<file path="config.mk">
export PLATFORM = sky130hd
export DESIGN_NAME = misc_func_bridge
export DESIGN_NICKNAME = d
export VERILOG_FILES = /design/src/rtl/misc_bridge_pkg.sv /design/src/rtl/misc_bridge_idmap.sv /design/src/rtl/misc_bridge_xlate.sv /design/src/rtl/misc_bridge_seq.sv /design/src/rtl/misc_func_bridge.sv
export SDC_FILE = /design/constraint.sdc
export NUM_CORES = 1
export LEC_CHECK = 0
export BUFFER_PORTS_ARGS = -buffer_cell sky130_fd_sc_hd__buf_2
export CAP_MARGIN = 20
export CELL_PAD_IN_SITES_DETAIL_PLACEMENT = 2
export CELL_PAD_IN_SITES_GLOBAL_PLACEMENT = 2
export CORE_MARGIN = 2
export CORE_UTILIZATION = 20
export CTS_CLUSTER_DIAMETER = 60
export CTS_CLUSTER_SIZE = 14
export DETAILED_ROUTE_END_ITERATION = 10
export GPL_ROUTABILITY_DRIVEN = 0
export MAX_ROUTING_LAYER = met4
export PLACE_DENSITY = 0.86
export SYNTH_ARGS = -nofsm -noshare
export SYNTH_HDL_FRONTEND = slang
export SYNTH_HIERARCHICAL = 1
export SYNTH_SLANG_ARGS = --single-unit
</file>
<file path="constraint.sdc">
create_clock -name clk -period 3.97 [get_ports clk]
set_clock_uncertainty 0.2 [all_clocks]
set_input_delay 0.1985 -clock clk [delete_from_list [all_inputs] [get_ports clk]]
set_output_delay 0.1985 -clock clk [all_outputs]
set_load 0.03 [all_outputs]
</file>
<file path="src/rtl/misc_bridge_pkg.sv">
package misc_bridge_pkg;
   typedef enum logic {
      MB_IDLE  = 1'b0,
      MB_FETCH = 1'b1
   } mb_state_e;
endpackage

</file>
<file path="src/rtl/misc_bridge_idmap.sv">
module misc_bridge_idmap #(
   parameter int                       ADDR_W  = 12,
   parameter int                       DATA_W  = 64,
   parameter int                       N_ID    = 4,
   parameter logic [N_ID*ADDR_W-1:0]   ID_OFFS = '0,
   parameter logic [N_ID*DATA_W-1:0]   ID_VALS = '0
) (
   input  logic [ADDR_W-1:0] addr_i,
   output logic              hit_o,
   output logic [DATA_W-1:0] val_o
);
   logic [N_ID-1:0] hit_vec;

   for (genvar g = 0; g < N_ID; g++) begin : g_slot
      assign hit_vec[g] = (addr_i == ID_OFFS[g*ADDR_W +: ADDR_W]);
   end

   always_comb begin
      val_o = '0;
      for (int i = 0; i < N_ID; i++) begin
         if (hit_vec[i]) val_o = val_o | ID_VALS[i*DATA_W +: DATA_W];
      end
   end

   assign hit_o = |hit_vec;
endmodule

</file>
<file path="src/rtl/misc_bridge_xlate.sv">
module misc_bridge_xlate #(
   parameter int DATA_W      = 64,
   parameter int CFG_W       = 32,
   parameter int MISC_EN_BIT = 48,
   parameter int MISC_IE_BIT = 49,
   parameter int CFG_EN_BIT  = 1,
   parameter int CFG_IE_BIT  = 2
) (
   input  logic [CFG_W-1:0]  cfg_i,
   input  logic [DATA_W-1:0] wdata_i,
   output logic [DATA_W-1:0] view_o,
   output logic [CFG_W-1:0]  merged_o
);
   always_comb begin
      view_o              = '0;
      view_o[MISC_EN_BIT] = cfg_i[CFG_EN_BIT];
      view_o[MISC_IE_BIT] = cfg_i[CFG_IE_BIT];
   end

   always_comb begin
      merged_o = cfg_i;
      if (wdata_i[MISC_EN_BIT]) merged_o[CFG_EN_BIT] = 1'b1;
      if (wdata_i[MISC_IE_BIT]) merged_o[CFG_IE_BIT] = 1'b1;
   end
endmodule

</file>
<file path="src/rtl/misc_bridge_seq.sv">
module misc_bridge_seq
   import misc_bridge_pkg::*;
(
   input  logic clk,
   input  logic rst_n,
   input  logic start_i,
   output logic fetch_o,
   output logic cfg_rd_o
);
   mb_state_e state_q, state_d;

   always_comb begin
      state_d = state_q;
      unique case (state_q)
         MB_IDLE:  if (start_i) state_d = MB_FETCH;
         MB_FETCH: state_d = MB_IDLE;
         default:  state_d = MB_IDLE;
      endcase
   end

   always_ff @(posedge clk or negedge rst_n) begin
      if (!rst_n) state_q <= MB_IDLE;
      else        state_q <= state_d;
   end

   assign cfg_rd_o = (state_q == MB_IDLE) && start_i;
   assign fetch_o  = (state_q == MB_FETCH);
endmodule

</file>
<file path="src/rtl/misc_func_bridge.sv">
module misc_func_bridge #(
   parameter int                     ADDR_W      = 12,
   parameter int                     DATA_W      = 64,
   parameter int                     CFG_W       = 32,
   parameter logic [ADDR_W-1:0]      MISC_OFF    = 12'h420,
   parameter int                     MISC_EN_BIT = 48,
   parameter int                     MISC_IE_BIT = 49,
   parameter int                     CFG_EN_BIT  = 1,
   parameter int                     CFG_IE_BIT  = 2,
   parameter int                     N_ID        = 4,
   parameter logic [N_ID*ADDR_W-1:0] ID_OFFS     = {12'h020, 12'h010, 12'h008, 12'h000},
   parameter logic [N_ID*DATA_W-1:0] ID_VALS     = {64'h0000_0000_0000_5A5A,
                                                    64'h0123_4567_89AB_CDEF,
                                                    64'h0000_0000_0000_000E,
                                                    64'h0000_0000_0000_0011}
) (
   input  logic              clk,
   input  logic              rst_n,
   input  logic              ext_present_i,
   input  logic              req_valid_i,
   input  logic              req_write_i,
   input  logic [ADDR_W-1:0] req_addr_i,
   input  logic [DATA_W-1:0] req_wdata_i,
   output logic              req_ready_o,
   output logic [DATA_W-1:0] rsp_rdata_o,
   output logic              cfg_rd_o,
   input  logic [CFG_W-1:0]  cfg_rdata_i,
   output logic              cfg_wr_o,
   output logic [CFG_W-1:0]  cfg_wdata_o
);
   if (MISC_EN_BIT >= DATA_W || MISC_IE_BIT >= DATA_W) begin : g_bad_misc
      $error("misc bit position outside the data width");
   end
   if (CFG_EN_BIT >= CFG_W || CFG_IE_BIT >= CFG_W) begin : g_bad_cfg
      $error("config bit position outside the config width");
   end
   if (MISC_EN_BIT == MISC_IE_BIT || CFG_EN_BIT == CFG_IE_BIT) begin : g_bad_alias
      $error("enable and encode bits must differ");
   end

   logic              is_misc, use_cfg, fetch, id_hit;
   logic [DATA_W-1:0] id_val, cfg_view, legacy_view;

   assign is_misc = (req_addr_i == MISC_OFF);
   assign use_cfg = req_valid_i && is_misc && ext_present_i;

   misc_bridge_seq u_seq (
      .clk      (clk),
      .rst_n    (rst_n),
      .start_i  (use_cfg),
      .fetch_o  (fetch),
      .cfg_rd_o (cfg_rd_o)
   );

   misc_bridge_idmap #(
      .ADDR_W (ADDR_W), .DATA_W (DATA_W), .N_ID (N_ID),
      .ID_OFFS (ID_OFFS), .ID_VALS (ID_VALS)
   ) u_idmap (
      .addr_i (req_addr_i),
      .hit_o  (id_hit),
      .val_o  (id_val)
   );

   misc_bridge_xlate #(
      .DATA_W (DATA_W), .CFG_W (CFG_W),
      .MISC_EN_BIT (MISC_EN_BIT), .MISC_IE_BIT (MISC_IE_BIT),
      .CFG_EN_BIT (CFG_EN_BIT), .CFG_IE_BIT (CFG_IE_BIT)
   ) u_xlate (
      .cfg_i    (cfg_rdata_i),
      .wdata_i  (req_wdata_i),
      .view_o   (cfg_view),
      .merged_o (cfg_wdata_o)
   );

   always_comb begin
      legacy_view              = '0;
      legacy_view[MISC_EN_BIT] = 1'b1;
   end

   assign req_ready_o = req_valid_i && (use_cfg ? fetch : 1'b1);
   assign cfg_wr_o    = fetch && req_write_i;

   always_comb begin
      rsp_rdata_o = '0;
      if (req_valid_i && !req_write_i) begin
         if (is_misc)     rsp_rdata_o = ext_present_i ? cfg_view : legacy_view;
         else if (id_hit) rsp_rdata_o = id_val;
      end
   end
endmodule

</file>
==> out/metrics.csv, run 1 <==
stage,metric,value,unit
run_status,status,"complete, no violations",
synthesis,Cells after Synth,403,
floorplanning,height of the die,119,um
min_path,Hold Path Class,in2out,
finish,Largest register FFs,1,
floorplanning,row count,41,
setup_path,"Top cell by count, worst path",buf_2,
setup_path,Worst path max stage delay,620,ps
timing,crit share post-route,70.6,%
timing,pins over their slew limit,0,
pwr,Leak,1.41,nW
route,initial DRC count,48,
finish,Layout Area Growth over Synthesis,-12.3,%
global_routing,first-pass GRT wire length,10.5,mm
pwr,sequential share of power,14.3,%
timing,Tmin final,2800,ps
synthesis,synth warn,6,
timing,Fin Hold WS,197,ps
finish,Multi-input gate area,1700,sq um
route,routed len/inst,11.8,um
pwr,internal power,0.0302,mW
global_routing,vias in the first global route,2206,
setup_path,reg2reg end,u_seq/fetch_o$_DFF_PN0_,
synthesis,syn_area_per_cell,6.54,sq um
placement,Post-DP HPWL,5.12,mm
run,max-cap viol count,0,
floorplanning,die width,119,um
synthesis,top-count cell post-synth,buf_4,
floorplanning,Initial Utilization,20.7,%
pwr,sw frac,58.3,%
pwr,Sw Pwr,0.0422,mW
cts,later-pin clock latency in the skew report,0,ps
route,post-detailed-route via-to-cell ratio,3.63,
setup_path,R2R Setup Slk,3170,ps
synthesis,"top cells by count, synth","151 x buf_4, 128 x nand2_1, 64 x mux2i_1",
global_routing,largest net degree at the start of global routing,63,
synthesis,number of flops mapped to enable cells by yosys,0,
finish,# nets final,501,
global_routing,GRT Residual Overflow,0,
synthesis,ys flop type,dfrtp_1,
timing,Slew HR,48.3,%
setup_path,R2R depth,1,
setup_path,Worst Setup Path Type,in2out,
synthesis,Synth async-reset ratio,100,%
synthesis,Area contributors post-synth,"buf_4 43%, mux2i_1 24%, nand2_1 18%",
pwr,power per cell area,31.3,nW/um^2
setup_path,crit path to,rsp_rdata_o[27],
floorplanning,core region area,12700,sq um
cts,setup bufs post-CTS,0,
timing,"Setup violations, final",0,
finish,Sequential Area,25.0,sq um
min_path,worst hold path stage count,0,
setup_path,critical path required time,3570,ps
synthesis,sequential area share after synthesis,0.949,%
setup_path,Critical R2R Launch,u_seq/fetch_o$_DFF_PN0_,
synthesis,Post-Synthesis Cell Area,2640,sq um
timing,pin slew with the least headroom to its limit,753,ps
route,total length of routed wires,6.56,mm
global_routing,total track usage,9.02,%
setup_path,CP Data Arrival Time,2400,ps
placement,placed insts,557,
synthesis,#FFs+latches synth,1,
pwr,Logic pwr share,85.7,%
finish,"Cell Count, Final, Fillers Out",558,
setup_path,"Max FO, Critical Path",33,
timing,"Hold Violations, Final",0,
synthesis,Cell variety after synth,28,
setup_path,CP Cell Sequence,buf_2 > nor4_2 > nand3_2 > nor2_1 > and3b_2 > buf_12 > nand2_1 > mux2i_1 > buf_2,
finish,share of layout cells above drive strength 1,18.9,%
synthesis,Yosys top cell by area,buf_4,
pwr,Clk network pwr share,0,%
finish,ant diodes,0,
setup_path,crit start category,input port,
floorplanning,Die ar.,14100,sq um
global_routing,initial antenna violation count,0,
route,Final ANT Viol Nets,0,
setup_path,Setup crit end kind,output pin,
pwr,Max IR drop VDD,0.0610,mV
timing,unrepaired setup endpoints after global routing,no,
route,via count,2028,
floorplanning,io pins,212,
setup_path,Crit. Startpoint,req_addr_i[0],
synthesis,top cell type's share of synthesized area,43.0,%
route,1st-pass router iterations,3,
placement,I/O Buffers,60,
timing,fmax,0.357,GHz
route,DRC,0,
finish,Filler cells,1638,
timing,total negative slack,0,ps
setup_path,CP max stage cell,and3b_2,
## worst max-delay path, delay by kind of cell
| family | cells | cell delay (ps) |
|---|---|---|
| mux | 1 | 160 |
| buf+inv | 3 | 610 |
| simple gates | 5 | 1410 |
## placed cells by master, fill, tap and decap left out
cell type	count
dlygate4sd3_1	1
dfrtp_1	1
nor4_2	1
nor2b_4	1
mux2i_1	64
a21o_1	1
and3b_2	2
nand2b_1	2
nand2_1	128
nor3_2	1
nor4_1	1
buf_4	5
conb_1	91
nor2b_1	1
o21ai_0	1
buf_2	60
a21oi_1	2
nand3_2	1
xnor2_1	1
nand3_1	1
inv_1	1
nor2_1	6
buf_12	1
o31a_1	1
nor4b_1	2
or2_1	2
nand3_4	1
nor3_1	5
and2_1	1
## timing repair
| action | in CTS | in global routing |
|---|---|---|
| gates resized for setup | 0 | 0 |
| endpoints found under the hold margin | 1 | 0 |
| hold buffers | 1 | 0 |
## worst min-delay path by stage
| stage | startpoint | to | slack (ps) |
|---|---|---|---|
| floorplan | rst_n | u_seq/fetch_o$_DFF_PN0_ | -300 |
| global placement | rst_n | u_seq/fetch_o$_DFF_PN0_ | -230 |
| detailed placement | rst_n | u_seq/fetch_o$_DFF_PN0_ | -220 |
| CTS | cfg_rdata_i[11] | cfg_wdata_o[11] | 200 |
| global route | cfg_rdata_i[0] | cfg_wdata_o[0] | 200 |
| finish | cfg_rdata_i[14] | cfg_wdata_o[14] | 200 |
## power by group through the flow
stage                     Combinational (mW)  Sequential, mW  Clock, mW
after floorplan                        0.159          0.0104          0
after global placement                0.0544          0.0104          0
after detailed placement              0.0578          0.0104          0
after CTS                             0.0586          0.0104          0
after global routing                  0.0724          0.0104          0
final                                 0.0620          0.0104          0
## metal layers
layer  vias to the layer above  global-route usage, %  wire length, um
met5                         -                      -                0
met4                         0                  0.521               24
met3                         6                  0.623              275
met2                        54                   18.8             3650
met1                       970                   9.50             2610
li1                        998                      -                -
## final cells by class
type | count | area share (%)
Timing Repair Buffer | 67 | 15.9
Tap cell | 172 | 9.31
Inverter | 1 | 0.162
Sequential cell | 1 | 1.08
Multi-Input combinational cell | 317 | 73.5
## stage by stage
step	power (mW)	util [%]	worst slack (ps)	instance area [sq um]
6_report	0.0724	18.2	1170	2310
5_1_grt	0.0828	18.2	957	2310
4_1_cts	0.0690	18.2	1110	2310
3_5_place_dp	0.0682	18.1	1110	2300
3_3_place_gp	0.0647	18.1	1160	2300
2_1_floorplan	0.169	-	699	2970
## kinds of logic after synthesis
logic type | after synthesis | synth area share [%]
compound gates | 5 | 1.19
xor+xnor | 1 | 0.332
buf+inv | 174 | 48.0
flops | 1 | 0.949
mux | 64 | 24.3
other cells | 2 | 0.285
simple gates | 156 | 25.0
Note: power is estimated with default switching activity, not from simulation.
==> run 2, diff against run 1 <==
--- a/config.mk
+++ b/config.mk
@@ -10,13 +10,13 @@
 export CELL_PAD_IN_SITES_DETAIL_PLACEMENT = 2
 export CELL_PAD_IN_SITES_GLOBAL_PLACEMENT = 2
 export CORE_MARGIN = 2
-export CORE_UTILIZATION = 20
+export CORE_UTILIZATION = 19
 export CTS_CLUSTER_DIAMETER = 60
 export CTS_CLUSTER_SIZE = 14
 export DETAILED_ROUTE_END_ITERATION = 10
 export GPL_ROUTABILITY_DRIVEN = 0
 export MAX_ROUTING_LAYER = met4
-export PLACE_DENSITY = 0.86
+export PLACE_DENSITY = 0.82
 export SYNTH_ARGS = -nofsm -noshare
 export SYNTH_HDL_FRONTEND = slang
 export SYNTH_HIERARCHICAL = 1
==> constraint.sdc (replaced) <==
create_clock -name clk -period 2.7 [get_ports clk]
set_clock_uncertainty 0.2 [all_clocks]
set_input_delay 0.135 -clock clk [delete_from_list [all_inputs] [get_ports clk]]
set_output_delay 0.135 -clock clk [all_outputs]
set_load 0.03 [all_outputs]
==> run 2 against run 1 <==
Effect of this change:
- sequential power rose by 47%
- setup slack got worse by 740 ps
- cell count grew 1.8%
- worst hold slack got worse by 130 ps
- register-to-register slack got worse by 1300 ps
- global-route usage is 0.55 points lower
- first-iteration DRC count fell by 31%
- wire length is 2.2% lower
- final area is 1.4% higher
- die area is 5.1% higher
- largest power group unchanged
==> out/metrics.csv, run 2 (synthesized netlist as in run 1, its figures left out) <==
stage,metric,value,unit
global_routing,first-pass GRT wire length,10.3,mm
floorplanning,core region area,13700,sq um
timing,"Hold Violations, Final",0,
finish,"commonest non-fill, non-tap cell in the layout",nand2_1,
route,routed len/inst,11.3,um
global_routing,largest net degree at the start of global routing,62,
finish,share of layout cells above drive strength 1,19.3,%
cts,setup bufs post-CTS,0,
floorplanning,io pins,212,
finish,Sequential Area,25.0,sq um
setup_path,crit start category,input port,
timing,Slew HR,49.9,%
setup_path,CP Data Arrival Time,1930,ps
floorplanning,Initial Utilization,19.2,%
finish,Largest register FFs,1,
floorplanning,die width,122,um
global_routing,vias in the first global route,2168,
pwr,power per cell area,45.6,nW/um^2
timing,Tmin final,2270,ps
finish,fin util,17.1,%
timing,unrepaired setup endpoints after global routing,no,
setup_path,critical path required time,2370,ps
setup_path,Setup crit end kind,output pin,
floorplanning,row count,43,
route,1st-pass router iterations,4,
finish,"commonest cells after routing, fill and taps aside","128 x nand2_1, 91 x conb_1, 64 x mux2i_1",
setup_path,R2R depth,1,
global_routing,total track usage,8.47,%
run,max-cap viol count,0,
timing,pin slew with the least headroom to its limit,730,ps
min_path,Hold Path Class,in2out,
route,via count,2041,
finish,# nets final,503,
route,post-detailed-route via-to-cell ratio,3.59,
timing,total negative slack,0,ps
timing,"Setup violations, final",0,
finish,Layout Area Growth over Synthesis,-11.1,%
timing,crit share post-route,84.1,%
global_routing,GRT Residual Overflow,0,
finish,ant diodes,0,
setup_path,"Max FO, Critical Path",32,
route,initial DRC count,33,
cts,later-pin clock latency in the skew report,0,ps
setup_path,Worst Setup Path Type,in2out,
placement,Post-DP HPWL,5.07,mm
finish,Filler cells,1730,
floorplanning,height of the die,122,um
route,total length of routed wires,6.42,mm
route,DRC,0,
placement,I/O Buffers,60,
run_status,status,"complete, no violations",
floorplanning,Die ar.,14800,sq um
finish,Multi-input gate area,1710,sq um
min_path,worst hold path stage count,0,
route,Final ANT Viol Nets,0,
timing,pins over their slew limit,0,
timing,fmax,0.441,GHz
global_routing,initial antenna violation count,0,
pwr,Max IR drop VDD,0.0411,mV
pwr,Leak,1.42,nW
==> run 2: timing repair <==
| action | in CTS | in global routing |
|---|---|---|
| hold buffers | 1 | 0 |
| gates resized for setup | 0 | 0 |
| hold endpoints to repair | 1 | 0 |
| setup endpoints to repair | 0 | 0 |
==> run 2: report_power, final <==
group	switching, mW	leakage (nW)	total (mW)	internal (mW)
Sequential	0.00000189	0.0140	0.0153	0.0153
Clock	0	0	0	0
Combinational	0.0624	1.41	0.0917	0.0292
Total	0.0625	1.42	0.107	0.0445
==> run 2: final cells by class <==
| class | count | area share (%) |
|---|---|---|
| Sequential cell | 1 | 1.07 |
| Tap cell | 180 | 9.61 |
| Timing Repair Buffer | 69 | 16.3 |
| Inverter | 1 | 0.160 |
| Multi-Input combinational cell | 317 | 72.8 |
==> run 2: per-stage QoR <==
| stage | cells | area, sq um | power [mW] | worst slack [ps] | hold WS, ps |
|---|---|---|---|---|---|
| floorplan | 492 | 2980 | 0.249 | 140 | -361 |
| global route | 568 | 2340 | 0.122 | 243 | 70.0 |
| detailed placement | 567 | 2330 | 0.101 | 354 | -286 |
| CTS | 568 | 2340 | 0.102 | 366 | 70.2 |
| global placement | 567 | 2330 | 0.0966 | 442 | -290 |
| finish | 568 | 2340 | 0.107 | 430 | 70.0 |
==> run 2: metal layers <==
layer / GRT usage, % / up-vias / part of all wire [%]
li1: - / 1006 / -
met1: 8.70 / 974 / 38
met2: 18.2 / 51 / 57
met3: 0.328 / 10 / 3.8
met4: 0.359 / 0 / 0.37
met5: - / - / 0
==> run 2: worst max-delay path, cell delays in order <==
cell and delay [ps]:
buf_2 110, nor4_2 300, nand3_2 120, nor2_1 190, and3b_2 250, buf_4 320
nand2_1 100, mux2i_1 160, buf_2 220
==> run 2: worst paths after layout <==
kind | startpoint | end | slack [ps]
worst max-delay path | req_addr_i[0] | rsp_rdata_o[33] | 430
min in group asynchronous | rst_n | u_seq/fetch_o$_DFF_PN0_ | 250
worst max register to register | u_seq/fetch_o$_DFF_PN0_ | u_seq/fetch_o$_DFF_PN0_ | 1880
worst min-delay path | cfg_rdata_i[13] | cfg_wdata_o[13] | 70
max in group asynchronous | rst_n | u_seq/fetch_o$_DFF_PN0_ | 1950
worst min register to register | u_seq/fetch_o$_DFF_PN0_ | u_seq/fetch_o$_DFF_PN0_ | 310
==> run 3, diff against run 2 <==
==> constraint.sdc (replaced) <==
create_clock -name clk -period 2.3 [get_ports clk]
set_clock_uncertainty 0.2 [all_clocks]
set_input_delay 0.115 -clock clk [delete_from_list [all_inputs] [get_ports clk]]
set_output_delay 0.115 -clock clk [all_outputs]
set_load 0.03 [all_outputs]
==> run 3 against run 2 <==
Effect of this change:
- global-route usage grew 0.060 points
- critical path type unchanged
- register-to-register slack lost 380 ps
- die area is the same
- highest routed layer is now met3
- critical path depth is the same
- critical endpoint is now rsp_rdata_o[19]
==> out/metrics.csv, run 3 (synthesized netlist as in run 1, its figures left out) <==
stage,metric,value,unit
finish,"commonest cells after routing, fill and taps aside","128 x nand2_1, 91 x conb_1, 64 x mux2i_1",
timing,total negative slack,0,ps
setup_path,R2R depth,1,
setup_path,CP Data Arrival Time,1800,ps
floorplanning,Initial Utilization,19.2,%
finish,Layout Area Growth over Synthesis,-10.3,%
timing,"Setup violations, final",0,
setup_path,"Max FO, Critical Path",42,
setup_path,critical path required time,1990,ps
global_routing,total track usage,8.53,%
timing,pin slew with the least headroom to its limit,732,ps
setup_path,crit start category,input port,
setup_path,reg2reg end,u_seq/fetch_o$_DFF_PN0_,
route,post-detailed-route via-to-cell ratio,3.63,
global_routing,largest net degree at the start of global routing,62,
timing,pins over their slew limit,0,
global_routing,initial antenna violation count,1,
global_routing,vias in the first global route,2240,
route,Final ANT Viol Nets,0,
timing,crit share post-route,91.8,%
run_status,status,"complete, no violations",
pwr,Max IR drop VDD,0.0769,mV
route,routed len/inst,11.2,um
setup_path,crit path to,rsp_rdata_o[19],
cts,later-pin clock latency in the skew report,0,ps
pwr,Leak,1.43,nW
timing,unrepaired setup endpoints after global routing,no,
timing,Fin Hold WS,30.0,ps
setup_path,Worst Setup Path Type,in2out,
setup_path,Crit. Startpoint,req_addr_i[0],
setup_path,Critical R2R Launch,u_seq/fetch_o$_DFF_PN0_,
global_routing,GRT Residual Overflow,0,
finish,share of layout cells above drive strength 1,19.6,%
floorplanning,row count,43,
pwr,power per cell area,53.5,nW/um^2
min_path,Hold Path Class,in2out,
floorplanning,Die ar.,14800,sq um
finish,"commonest non-fill, non-tap cell in the layout",nand2_1,
setup_path,R2R Setup Slk,1500,ps
global_routing,first-pass GRT wire length,10.3,mm
placement,Post-DP HPWL,4.98,mm
route,initial DRC count,34,
floorplanning,io pins,212,
finish,# nets final,503,
run,max-cap viol count,0,
floorplanning,core region area,13700,sq um
route,1st-pass router iterations,3,
route,via count,2063,
floorplanning,die width,122,um
route,total length of routed wires,6.38,mm
setup_path,Setup crit end kind,output pin,
route,DRC,0,
timing,"Hold Violations, Final",0,
placement,I/O Buffers,60,
finish,Filler cells,1731,
floorplanning,height of the die,122,um
timing,fmax,0.474,GHz
timing,Slew HR,49.8,%
timing,Tmin final,2110,ps
finish,Largest register FFs,1,
cts,setup bufs post-CTS,0,
[run 3: cell types whose count changed in the layout (fill, tap and decap cells not counted), sizes merged]
cell / before / now
diode: 0 / 1
[run 3: area by class of cell]
cell class	count	area, sq um	area share [%]
inverter	1	3.75	0.159
timing repair buffer	69	399	16.9
tap	180	225	9.52
sequential	1	25.0	1.06
antenna	1	2.50	0.106
multi-input combinational	317	1710	72.3
[run 3: what timing repair did]
| item | 4_1_cts | 5_1_grt |
|---|---|---|
| endpoints found under the hold margin | 1 | 0 |
| endpoints found under the setup margin | 0 | 1 |
| hold buffers | 1 | 0 |
| resized for setup | 0 | 2 |
[run 3: worst max-delay path: stages]
cell,delay (ps)
buf_2,120
nor4_2,290
nand3_2,150
nor2_2,160
and3b_2,250
buf_12,220
nand2_1,80
mux2i_1,170
buf_2,230
[run 3: worst min path at each step]
stage | from | end | slack, ps | depth (start not counted)
after floorplan | rst_n | u_seq/fetch_o$_DFF_PN0_ | -380 | 0
after global placement | rst_n | u_seq/fetch_o$_DFF_PN0_ | -310 | 1
after detailed placement | rst_n | u_seq/fetch_o$_DFF_PN0_ | -310 | 1
after CTS | cfg_rdata_i[11] | cfg_wdata_o[11] | 30 | 0
after global routing | cfg_rdata_i[29] | cfg_wdata_o[29] | 30 | 0
final | cfg_rdata_i[10] | cfg_wdata_o[10] | 30 | 0
[run 3: stage by stage]
step                worst slack (ps)  instance area [sq um]  total power, mW  util, %  instances
floorplan                       34.4                   2980            0.293        -        492
global placement                 194                   2350            0.114     17.1        567
detailed placement               107                   2350            0.119     17.1        567
CTS                              103                   2360            0.120     17.2        568
global route                    26.4                   2360            0.145     17.2        569
finish                           188                   2360            0.127     17.2        569
[run 3: per-layer routing]
metal / vias up / wire, um / track usage (%)
met5: - / 0 / -
met4: 0 / 0 / 0.718
met3: 0 / 352 / 1.17
met2: 56 / 3570 / 17.8
met1: 999 / 2460 / 8.56
li1: 1008 / - / -
[run 3: power by group]
| group | switching (mW) | internal, mW |
|---|---|---|
| Sequential | 0.00000196 | 0.0179 |
| Combinational | 0.0743 | 0.0344 |
| Clock | 0 | 0.0000000581 |
| Total | 0.0743 | 0.0523 |
